### src/rtl/dinit_pkg.sv
package dinit_pkg;

  typedef enum logic [3:0] {
    ST_OFF   = 4'd0,
    ST_HOLD  = 4'd1,
    ST_PRE   = 4'd2,
    ST_POST  = 4'd3,
    ST_MR0   = 4'd4,
    ST_GAP   = 4'd5,
    ST_MR1   = 4'd6,
    ST_LOCK  = 4'd7,
    ST_MR2   = 4'd8,
    ST_TRAIN = 4'd9,
    ST_READY = 4'd10
  } init_st_e;

  localparam logic [1:0] CMD_NOP = 2'b00;
  localparam logic [1:0] CMD_MRS = 2'b01;

  function automatic longint unsigned ceil_div(input longint unsigned num,
                                               input longint unsigned den);
    return (num + den - 64'd1) / den;
  endfunction

  function automatic int unsigned umax(input int unsigned a, input int unsigned b);
    return (a > b) ? a : b;
  endfunction

endpackage

### src/rtl/dinit_wait_ctr.sv
module dinit_wait_ctr #(
  parameter int unsigned CNT_W = 8
) (
  input  logic             clk,
  input  logic             rst_n,
  input  logic             load,
  input  logic [CNT_W-1:0] load_val,
  output logic             expired
);

  logic [CNT_W-1:0] cnt_q;
  logic [CNT_W-1:0] cnt_d;
  logic             cnt_en;

  assign expired = (cnt_q == '0);
  assign cnt_en  = load | ~expired;

  always_comb begin
    if (load) cnt_d = load_val;
    else      cnt_d = cnt_q - CNT_W'(1);
  end

  always_ff @(posedge clk or negedge rst_n) begin
    if (!rst_n)      cnt_q <= '0;
    else if (cnt_en) cnt_q <= cnt_d;
  end

endmodule

### src/rtl/dinit_fsm.sv
module dinit_fsm
  import dinit_pkg::*;
#(
  parameter int unsigned CNT_W    = 8,
  parameter int unsigned HOLD_CYC = 4,
  parameter int unsigned PRE_NOP  = 4,
  parameter int unsigned POST_NOP = 4,
  parameter int unsigned MRSC     = 4,
  parameter int unsigned LOCK_NOP = 4
) (
  input  logic             clk,
  input  logic             rst_n,
  input  logic             pwr_good,
  input  logic             expired,
  input  logic             train_en,
  input  logic             train_done,
  output init_st_e         state,
  output logic             load,
  output logic [CNT_W-1:0] load_val,
  output logic             train_start
);

  init_st_e st_q;
  init_st_e st_d;
  logic     start_q;
  logic     start_d;

  always_comb begin
    st_d = st_q;
    if (!pwr_good) begin
      st_d = ST_OFF;
    end else begin
      case (st_q)
        ST_OFF:   st_d = ST_HOLD;
        ST_HOLD:  if (expired) st_d = ST_PRE;
        ST_PRE:   if (expired) st_d = ST_POST;
        ST_POST:  if (expired) st_d = ST_MR0;
        ST_MR0:   st_d = ST_GAP;
        ST_GAP:   if (expired) st_d = ST_MR1;
        ST_MR1:   st_d = ST_LOCK;
        ST_LOCK:  if (expired) st_d = ST_MR2;
        ST_MR2:   st_d = train_en ? ST_TRAIN : ST_READY;
        ST_TRAIN: if (train_done) st_d = ST_READY;
        ST_READY: st_d = ST_READY;
        default:  st_d = ST_OFF;
      endcase
    end
  end

  // Counter reload on every state change, with the new state's length minus one
  assign load = (st_d != st_q);

  always_comb begin
    case (st_d)
      ST_HOLD: load_val = CNT_W'(HOLD_CYC - 1);
      ST_PRE:  load_val = CNT_W'(PRE_NOP - 1);
      ST_POST: load_val = CNT_W'(POST_NOP - 1);
      ST_GAP:  load_val = CNT_W'(MRSC - 1);
      ST_LOCK: load_val = CNT_W'(LOCK_NOP - 1);
      default: load_val = '0;
    endcase
  end

  assign start_d = (st_d == ST_TRAIN) && (st_q != ST_TRAIN);

  always_ff @(posedge clk or negedge rst_n) begin
    if (!rst_n) begin
      st_q    <= ST_OFF;
      start_q <= 1'b0;
    end else begin
      st_q    <= st_d;
      start_q <= start_d;
    end
  end

  assign state       = st_q;
  assign train_start = start_q;

endmodule

### src/rtl/dinit_cmd_drv.sv
module dinit_cmd_drv
  import dinit_pkg::*;
#(
  parameter int unsigned MR_W        = 18,
  parameter int unsigned DLL_RST_BIT = 7,
  parameter int unsigned ZQ_CAL_BIT  = 8
) (
  input  init_st_e          state,
  input  logic [MR_W-1:0]   cfg_mr0,
  input  logic [MR_W-1:0]   cfg_mr1,
  input  logic [MR_W-1:0]   cfg_mr2,
  output logic              dram_rst_n,
  output logic [1:0]        cmd,
  output logic [1:0]        mr_sel,
  output logic [MR_W-1:0]   mr_val,
  output logic              dq_hiz,
  output logic              ready
);

  localparam logic [MR_W-1:0] MR1_FORCE =
    (MR_W'(1) << DLL_RST_BIT) | (MR_W'(1) << ZQ_CAL_BIT);

  always_comb begin
    cmd    = CMD_NOP;
    mr_sel = 2'b00;
    mr_val = '0;
    case (state)
      ST_MR0: begin
        cmd    = CMD_MRS;
        mr_sel = 2'b00;
        mr_val = cfg_mr0;
      end
      ST_MR1: begin
        cmd    = CMD_MRS;
        mr_sel = 2'b01;
        mr_val = cfg_mr1 | MR1_FORCE;
      end
      ST_MR2: begin
        cmd    = CMD_MRS;
        mr_sel = 2'b10;
        mr_val = cfg_mr2;
      end
      default: ;
    endcase
  end

  always_comb begin
    case (state)
      ST_OFF, ST_HOLD, ST_PRE: dram_rst_n = 1'b0;
      default:                 dram_rst_n = 1'b1;
    endcase
  end

  always_comb begin
    case (state)
      ST_OFF, ST_HOLD, ST_PRE, ST_POST, ST_MR0: dq_hiz = 1'b1;
      default:                                 dq_hiz = 1'b0;
    endcase
  end

  assign ready = (state == ST_READY);

endmodule

### src/rtl/dram_init_seq.sv
module dram_init_seq
  import dinit_pkg::*;
#(
  parameter int unsigned HOLD_NS     = 200000,
  parameter int unsigned CLK_KHZ     = 100000,
  parameter int unsigned PRE_NOP     = 100,
  parameter int unsigned POST_NOP    = 10000,
  parameter int unsigned MRSC        = 4,
  parameter int unsigned LOCK_NOP    = 512,
  parameter int unsigned MR_W        = 18,
  parameter int unsigned DLL_RST_BIT = 7,
  parameter int unsigned ZQ_CAL_BIT  = 8
) (
  input  logic            clk,
  input  logic            rst_n,
  input  logic            pwr_good_i,
  input  logic            train_en_i,
  input  logic            train_done_i,
  input  logic [MR_W-1:0] cfg_mr0_i,
  input  logic [MR_W-1:0] cfg_mr1_i,
  input  logic [MR_W-1:0] cfg_mr2_i,
  output logic            dram_rst_n_o,
  output logic [1:0]      cmd_o,
  output logic [1:0]      mr_sel_o,
  output logic [MR_W-1:0] mr_val_o,
  output logic            dq_hiz_o,
  output logic            train_start_o,
  output logic            ready_o
);

  // Hold time in cycles, rounded up so it is never shorter than asked
  localparam int unsigned HOLD_CYC =
    32'(ceil_div(64'(HOLD_NS) * 64'(CLK_KHZ), 64'd1000000));
  localparam int unsigned MAX_WAIT =
    umax(umax(umax(HOLD_CYC, PRE_NOP), umax(POST_NOP, MRSC)), LOCK_NOP);
  localparam int unsigned CNT_W = $clog2(MAX_WAIT + 1);

  init_st_e         state;
  logic             load;
  logic [CNT_W-1:0] load_val;
  logic             expired;

  dinit_fsm #(
    .CNT_W   (CNT_W),
    .HOLD_CYC(HOLD_CYC),
    .PRE_NOP (PRE_NOP),
    .POST_NOP(POST_NOP),
    .MRSC    (MRSC),
    .LOCK_NOP(LOCK_NOP)
  ) u_fsm (
    .clk        (clk),
    .rst_n      (rst_n),
    .pwr_good   (pwr_good_i),
    .expired    (expired),
    .train_en   (train_en_i),
    .train_done (train_done_i),
    .state      (state),
    .load       (load),
    .load_val   (load_val),
    .train_start(train_start_o)
  );

  dinit_wait_ctr #(
    .CNT_W(CNT_W)
  ) u_ctr (
    .clk     (clk),
    .rst_n   (rst_n),
    .load    (load),
    .load_val(load_val),
    .expired (expired)
  );

  dinit_cmd_drv #(
    .MR_W       (MR_W),
    .DLL_RST_BIT(DLL_RST_BIT),
    .ZQ_CAL_BIT (ZQ_CAL_BIT)
  ) u_drv (
    .state     (state),
    .cfg_mr0   (cfg_mr0_i),
    .cfg_mr1   (cfg_mr1_i),
    .cfg_mr2   (cfg_mr2_i),
    .dram_rst_n(dram_rst_n_o),
    .cmd       (cmd_o),
    .mr_sel    (mr_sel_o),
    .mr_val    (mr_val_o),
    .dq_hiz    (dq_hiz_o),
    .ready     (ready_o)
  );

endmodule

### config.mk
export PLATFORM = sky130hd
export DESIGN_NAME = dram_init_seq
export DESIGN_NICKNAME = d
export VERILOG_FILES = /design/src/rtl/dinit_pkg.sv /design/src/rtl/dinit_wait_ctr.sv /design/src/rtl/dinit_fsm.sv /design/src/rtl/dinit_cmd_drv.sv /design/src/rtl/dram_init_seq.sv
export SDC_FILE = /design/constraint.sdc
export NUM_CORES = 1
export LEC_CHECK = 0
export BUFFER_PORTS_ARGS = -buffer_cell sky130_fd_sc_hd__buf_2
export CAP_MARGIN = 15
export CORE_AREA = 3 3 66 68
export CTS_BUF_LIST = sky130_fd_sc_hd__clkbuf_8
export CTS_CLUSTER_DIAMETER = 80
export DETAILED_ROUTE_END_ITERATION = 12
export DIE_AREA = 0 0 69 71
export GPL_TIMING_DRIVEN = 0
export PLACE_DENSITY = 0.78
export SYNTH_ARGS = -nofsm -noshare
export SYNTH_HDL_FRONTEND = slang
export SYNTH_SLANG_ARGS = --single-unit
### constraint.sdc
create_clock -name clk -period 2.9 [get_ports clk]
set_input_delay 0.435 -clock clk [delete_from_list [all_inputs] [get_ports clk]]
set_output_delay 0.435 -clock clk [all_outputs]
set_load 0.1 [all_outputs]
### Word level (Yosys, flattened, before mapping)

Index checks and enable logic that the tools add are counted.

* input bits: 59
* bits in registers: 20
* logic and storage cells: 46
* output and inout bits: 26

* add/sub/neg operators: 1
* muxes and demuxes: 16
* reductions and logical operators: 6
* equality and inequality tests: 18
* bitwise logic cells: 2

Operator list (number)
* $pmux 15 s5: 1
* $pmux 18 s3: 1
* $pmux 4 s11: 1
* $mux 4: 7
* $eq 4x3->1 const B: 6
* $eq 4x2->1 const B: 4
* $eq 4x4->1 const B: 4
* $logic_not 15->1: 1
* $mux 15: 1
* $sub 15x1->15 const B: 1
* $eq 4x1->1 const B: 2
* $reduce_or 3->1: 2
* $reduce_or 5->1: 1
* $logic_not 4->1: 1
* $ne 4x4->1: 1
* $ne 4x4->1 const B: 1
* $pmux 2 s2: 1
* $mux 1: 3
* $mux 2: 1
* $logic_and 1x1->1: 1
* $not 1->1: 1
* $or 1x1->1: 1

### Longest topological paths before layout

* word-level depth: 7
* gate-level depth with buffers: 11
* depth with buffers taken out: 10

### Modules after synthesis

Synthesis repeated with hierarchy kept, for this count alone.

* cells, all modules: 230
* area, all modules: 2145.8 um^2

By module, submodules not included
* dinit_wait_ctr: instances 1, cells each 102, sequential area each 375.4 um^2, area each 974.7 um^2
* dinit_fsm: instances 1, cells each 73, sequential area each 125.1 um^2, area each 613.1 um^2
* dinit_cmd_drv: instances 1, cells each 55, sequential area each 0.0 um^2, area each 558.0 um^2

### Worst setup path after synthesis

No wires, ideal clock.

* path type: register to output
* start: register u_fsm.st_q[1] (netlist: u_fsm.state[1])
* end: output port mr_val_o[10]
* path slack: -1174 ps
* data arrival time: 3639 ps
* data required time: 2465 ps
* buffers on the path: 3
* cell stages (with the launch flop): 6
* cell sequence: dfrtp_1 buf_6 clkbuf_1 buf_1 mux2i_1 o21ai_0

* cells in the longest elaborated chain, start to end: 2
* elaborated cells between the ends (all ways): 4
* those cells by class: eq/ne: 3; mux: 1

RTL lines
* from (decl): line dinit_fsm.sv:23 `init_st_e st_q;`
* from (signal assigned): line dinit_fsm.sv:71 `st_q <= st_d;`
* $eq 4x4->1 or $eq 4x3->1 (tied branches): line dinit_cmd_drv.sv:27 `case (state)`
* $pmux 18 s3 (*): line dinit_cmd_drv.sv:27
* to (decl): line dram_init_seq.sv:25 `output logic [MR_W-1:0] mr_val_o,`

Mark *: on every way between the ends. The rest lies on a longest branch, timed or not.

### Final worst setup path

* start: register u_ctr.cnt_q[0]
* end: register u_ctr.cnt_q[8]

* cells in the longest elaborated chain, start to end: 7
* elaborated cells between the ends (all ways): 19
* those cells by class: add/sub: 1; eq/ne: 6; mux: 9; bitwise: 2; reduce/logical: 1

RTL lines
* from (decl): line dinit_wait_ctr.sv:11 `logic [CNT_W-1:0] cnt_q;`
* from (signal assigned): line dinit_wait_ctr.sv:25 `else if (cnt_en) cnt_q <= cnt_d;`
* $logic_not 15->1 (*): line dinit_wait_ctr.sv:15 `assign expired = (cnt_q == '0);`
* $mux 4 (on tied branches)
* $pmux 4 s11 (*): line dinit_fsm.sv:33 `case (st_q)`
* $mux 4 (*): line dinit_fsm.sv:30 `if (!pwr_good) begin`
* via u_fsm.st_d[0]: line dinit_fsm.sv:24 `init_st_e st_d;`
* $eq 4x3->1, or another cell as far along: line dinit_fsm.sv:54 `case (st_d)`
* $pmux 15 s5: line dinit_fsm.sv:54
* $mux 15: line dinit_wait_ctr.sv:19 `if (load) cnt_d = load_val;`

Mark *: on every way through the listed nets, which the timed path passes. The rest lies on a longest branch.
A chain may end at the register's enable or synchronous reset.

==> impl_metrics.toml <==
[clock_network]
root_buffer = "clkbuf_8"
htree_num_levels = 1
clock_latency_ns = 0.25
ctsHoldBuffers = 0
clockBufferDepth = 2
cts_setup_buffers = 0
cts.sinks = 20
cts_resized = 1
path_clk_slew_ns = 0.07
numCtsBuffers = 3
cts_tree = "built"

[setup_path]
critPathKind = "reg -> reg"
setup.worst_path.start_class = "flop"
critPathBufInv = 2
arrival_ns = 2.91
crit_chain = "inv_1, ha_1, nor3b_4, nand4_4, a2111o_1, o21a_4, inv_8, mux2i_4, nand2_1, o211ai_1"
critPathMaxStageDelay_ns = 0.48
r2r_slack_ns = 0.15
worstPathRequired_ns = 3.06
cp_max_fo = 9
path_delay_family = "compound AO/OA/AOI/OAI gates"
crit_path_end_kind = "flop"
cpMaxStageDelayCell = "a2111o_1"

[synth]
synthArstFlopShare = 1.00
synth_cell_type_count = 56
ys_ff_latch = 20
syn_nets = 293
syn_area_per_cell_um2 = 7.90
syn_area_mm2 = 0.00184
ys_seq_area_frac = 0.272
syn-instance-count = 233
yosys_warnings = 0
synth-edff-count = 0
synth_ff_type = "dfrtp_1"

[detailed_routing]
dr.first_iter.drc_count = 112
vias = 2000
viasPerCell = 5.48
wirelength_um = 5300
ant_nets = 0
route.detailed.drc = 0
dr.pass1.iters = 4
wire_per_inst_um = 14.5

[sta]
finalCriticalPeriod_ns = 2.75
fmax_mhz = 363
worst_clock_skew_ns = 0.00111
worstMarginPinSlew_ns = 0.610
post-route-period-util = 0.950
slew_headroom = 0.593
slew_violations = 0
finalSetupViolations = 0
hold_viol_final = 0
fin_ws_ns = 0.146

[power]
power.density_mw_per_mm2 = 326
power_leakage_nw = 1.10
irDropWorstVdd_v = 0.000333
total_power_mw = 0.780

[global_routing]
grt_max_degree = 21
grt_pass1_vias = 1977
grt_pass1_wl_um = 8850
antenna_found_initial = 0
track_usage = 0.213
grt_overflow_total = 0

[layout]
fin_nets = 377
area_growth_pct = 30.0
layout_common_cells = "82 x buf_2, 36 x nand2_1, 20 x dfrtp_1, 18 x nor2_1, 16 x mux2i_1"
fill_cells = 376
layout_commonest_cell = "buf_2"
drive_gt1_frac = 0.362
antenna_cells = 0
fin_cells = 365

[floorplan]
dieArea_mm2 = 0.00490
initial_core_util = 0.471
fp-row-count = 23
die_y_um = 71
core_mm2 = 0.00391
fp.dieW_um = 69
ioPinCount = 85

[placement]
dp_hpwl_um = 4300
globalplace.congestion = 0.884
port-buffer-count = 80
dp_slack_ns = 0.0267
place_inst = 363

[run_status]
status = "completed"

[min_path]
min_path_type = "in -> async"

[flow_run]
drv_cap = 0
==> layer usage <==
metal  track usage  vias to the layer above  wire, um
met3        0.0455                       10       350
met2         0.367                       70      2690
met4        0.0846                        0        85
met1         0.261                      921      2170
met5             0                        -         0
li1              -                      999         -
==> where the power goes <==
group / internal (mW) / switching, mW
clock network: 0.0924 / 0.0843
logic: 0.117 / 0.126
registers: 0.312 / 0.0479
total: 0.522 / 0.258
==> sequential cells by signal, summed over array words and instances (netlist names) <==
register	flops
u_fsm.state	4
u_ctr.cnt_q	15
u_fsm.train_start	1
==> kinds of logic (layout without fill, tap and decap cells) <==
kind of cell,after synthesis,after routing,share of synthesized area
AOI/OAI and AO/OA,65,65,0.221
xor gates and xnor gates,13,13,0.0618
muxes,17,17,0.0944
buffers and inverters,19,101,0.0523
adders and majority gates,1,1,0.00679
DFF,20,20,0.272
other,1,1,0.00204
and+or+nand+nor,97,97,0.290
==> final timing paths <==
| kind | startpoint | endpoint | depth (start not counted) |
|---|---|---|---|
| max | u_ctr.cnt_q[0] | u_ctr.cnt_q[8] | 10 |
| max reg2reg | u_ctr.cnt_q[0] | u_ctr.cnt_q[8] | 10 |
| min reg2reg | u_ctr.cnt_q[1] | u_ctr.cnt_q[1] | 2 |
| min | rst_n | u_ctr.cnt_q[1] | 1 |
| max in group asynchronous | rst_n | u_ctr.cnt_q[6] | 1 |
| min in group clk | pwr_good_i | u_fsm.state[1] | 2 |
==> cells in the mapped netlist, drive strengths merged, types with 2 or more instances <==
cell,n,area [um2]
a211oi,2,15.0
a21oi,12,60.1
a2bb2oi,3,26.3
and2,3,20.0
and3,2,13.8
and4,3,28.8
buf,6,40.0
clkbuf,7,26.3
dfrtp,20,500
inv,6,30.0
mux2i,17,174
nand2,37,146
nand2b,7,43.8
nand3,4,20.0
nand4,2,27.5
nor2,19,71.3
nor2b,3,18.8
nor3,6,30.0
nor3b,2,20.0
nor4,3,48.8
nor4b,2,17.5
o211ai,2,15.0
o21a,3,30.0
o21ai,29,145
o22ai,2,12.5
o31ai,3,22.5
o41ai,2,17.5
xnor2,7,61.3
xor2,6,52.6
==> worst register-to-register path, delay by kind of cell, from the launching register on <==
family                   cells  cell delay (ns)
buffers and inverters        2             0.19
multiplexers                 1             0.29
flip-flops                   1             0.38
adder cells (fa/ha/maj)      1             0.21
AND/OR/NAND/NOR              3             0.69
AO/OA/AOI/OAI                3             0.90
==> metrics by stage <==
| stage | instance area [um2] | util | setup TNS (ns) | hold WS (ns) |
|---|---|---|---|---|
| after floorplan | 1880 | - | -0.423 | 0.139 |
| after detailed placement | 2340 | 0.598 | 0 | 0.405 |
| final | 2390 | 0.612 | 0 | 0.117 |
| after CTS | 2380 | 0.608 | 0 | 0.128 |
| after global routing | 2390 | 0.612 | -0.0944 | 0.144 |
| after global placement | 2340 | 0.598 | 0 | 0.400 |
==> area by class of cell <==
cell class	count	area [um2]	area share
flip-flops and latches	20	500	0.209
clock buffers	3	41.3	0.0173
multi-input cells	194	1290	0.541
plain buffers	12	65.1	0.0272
well taps	50	62.6	0.0261
inverters	6	30.0	0.0125
repair buffers	80	400	0.167
Power figures use the tool's default switching activity.
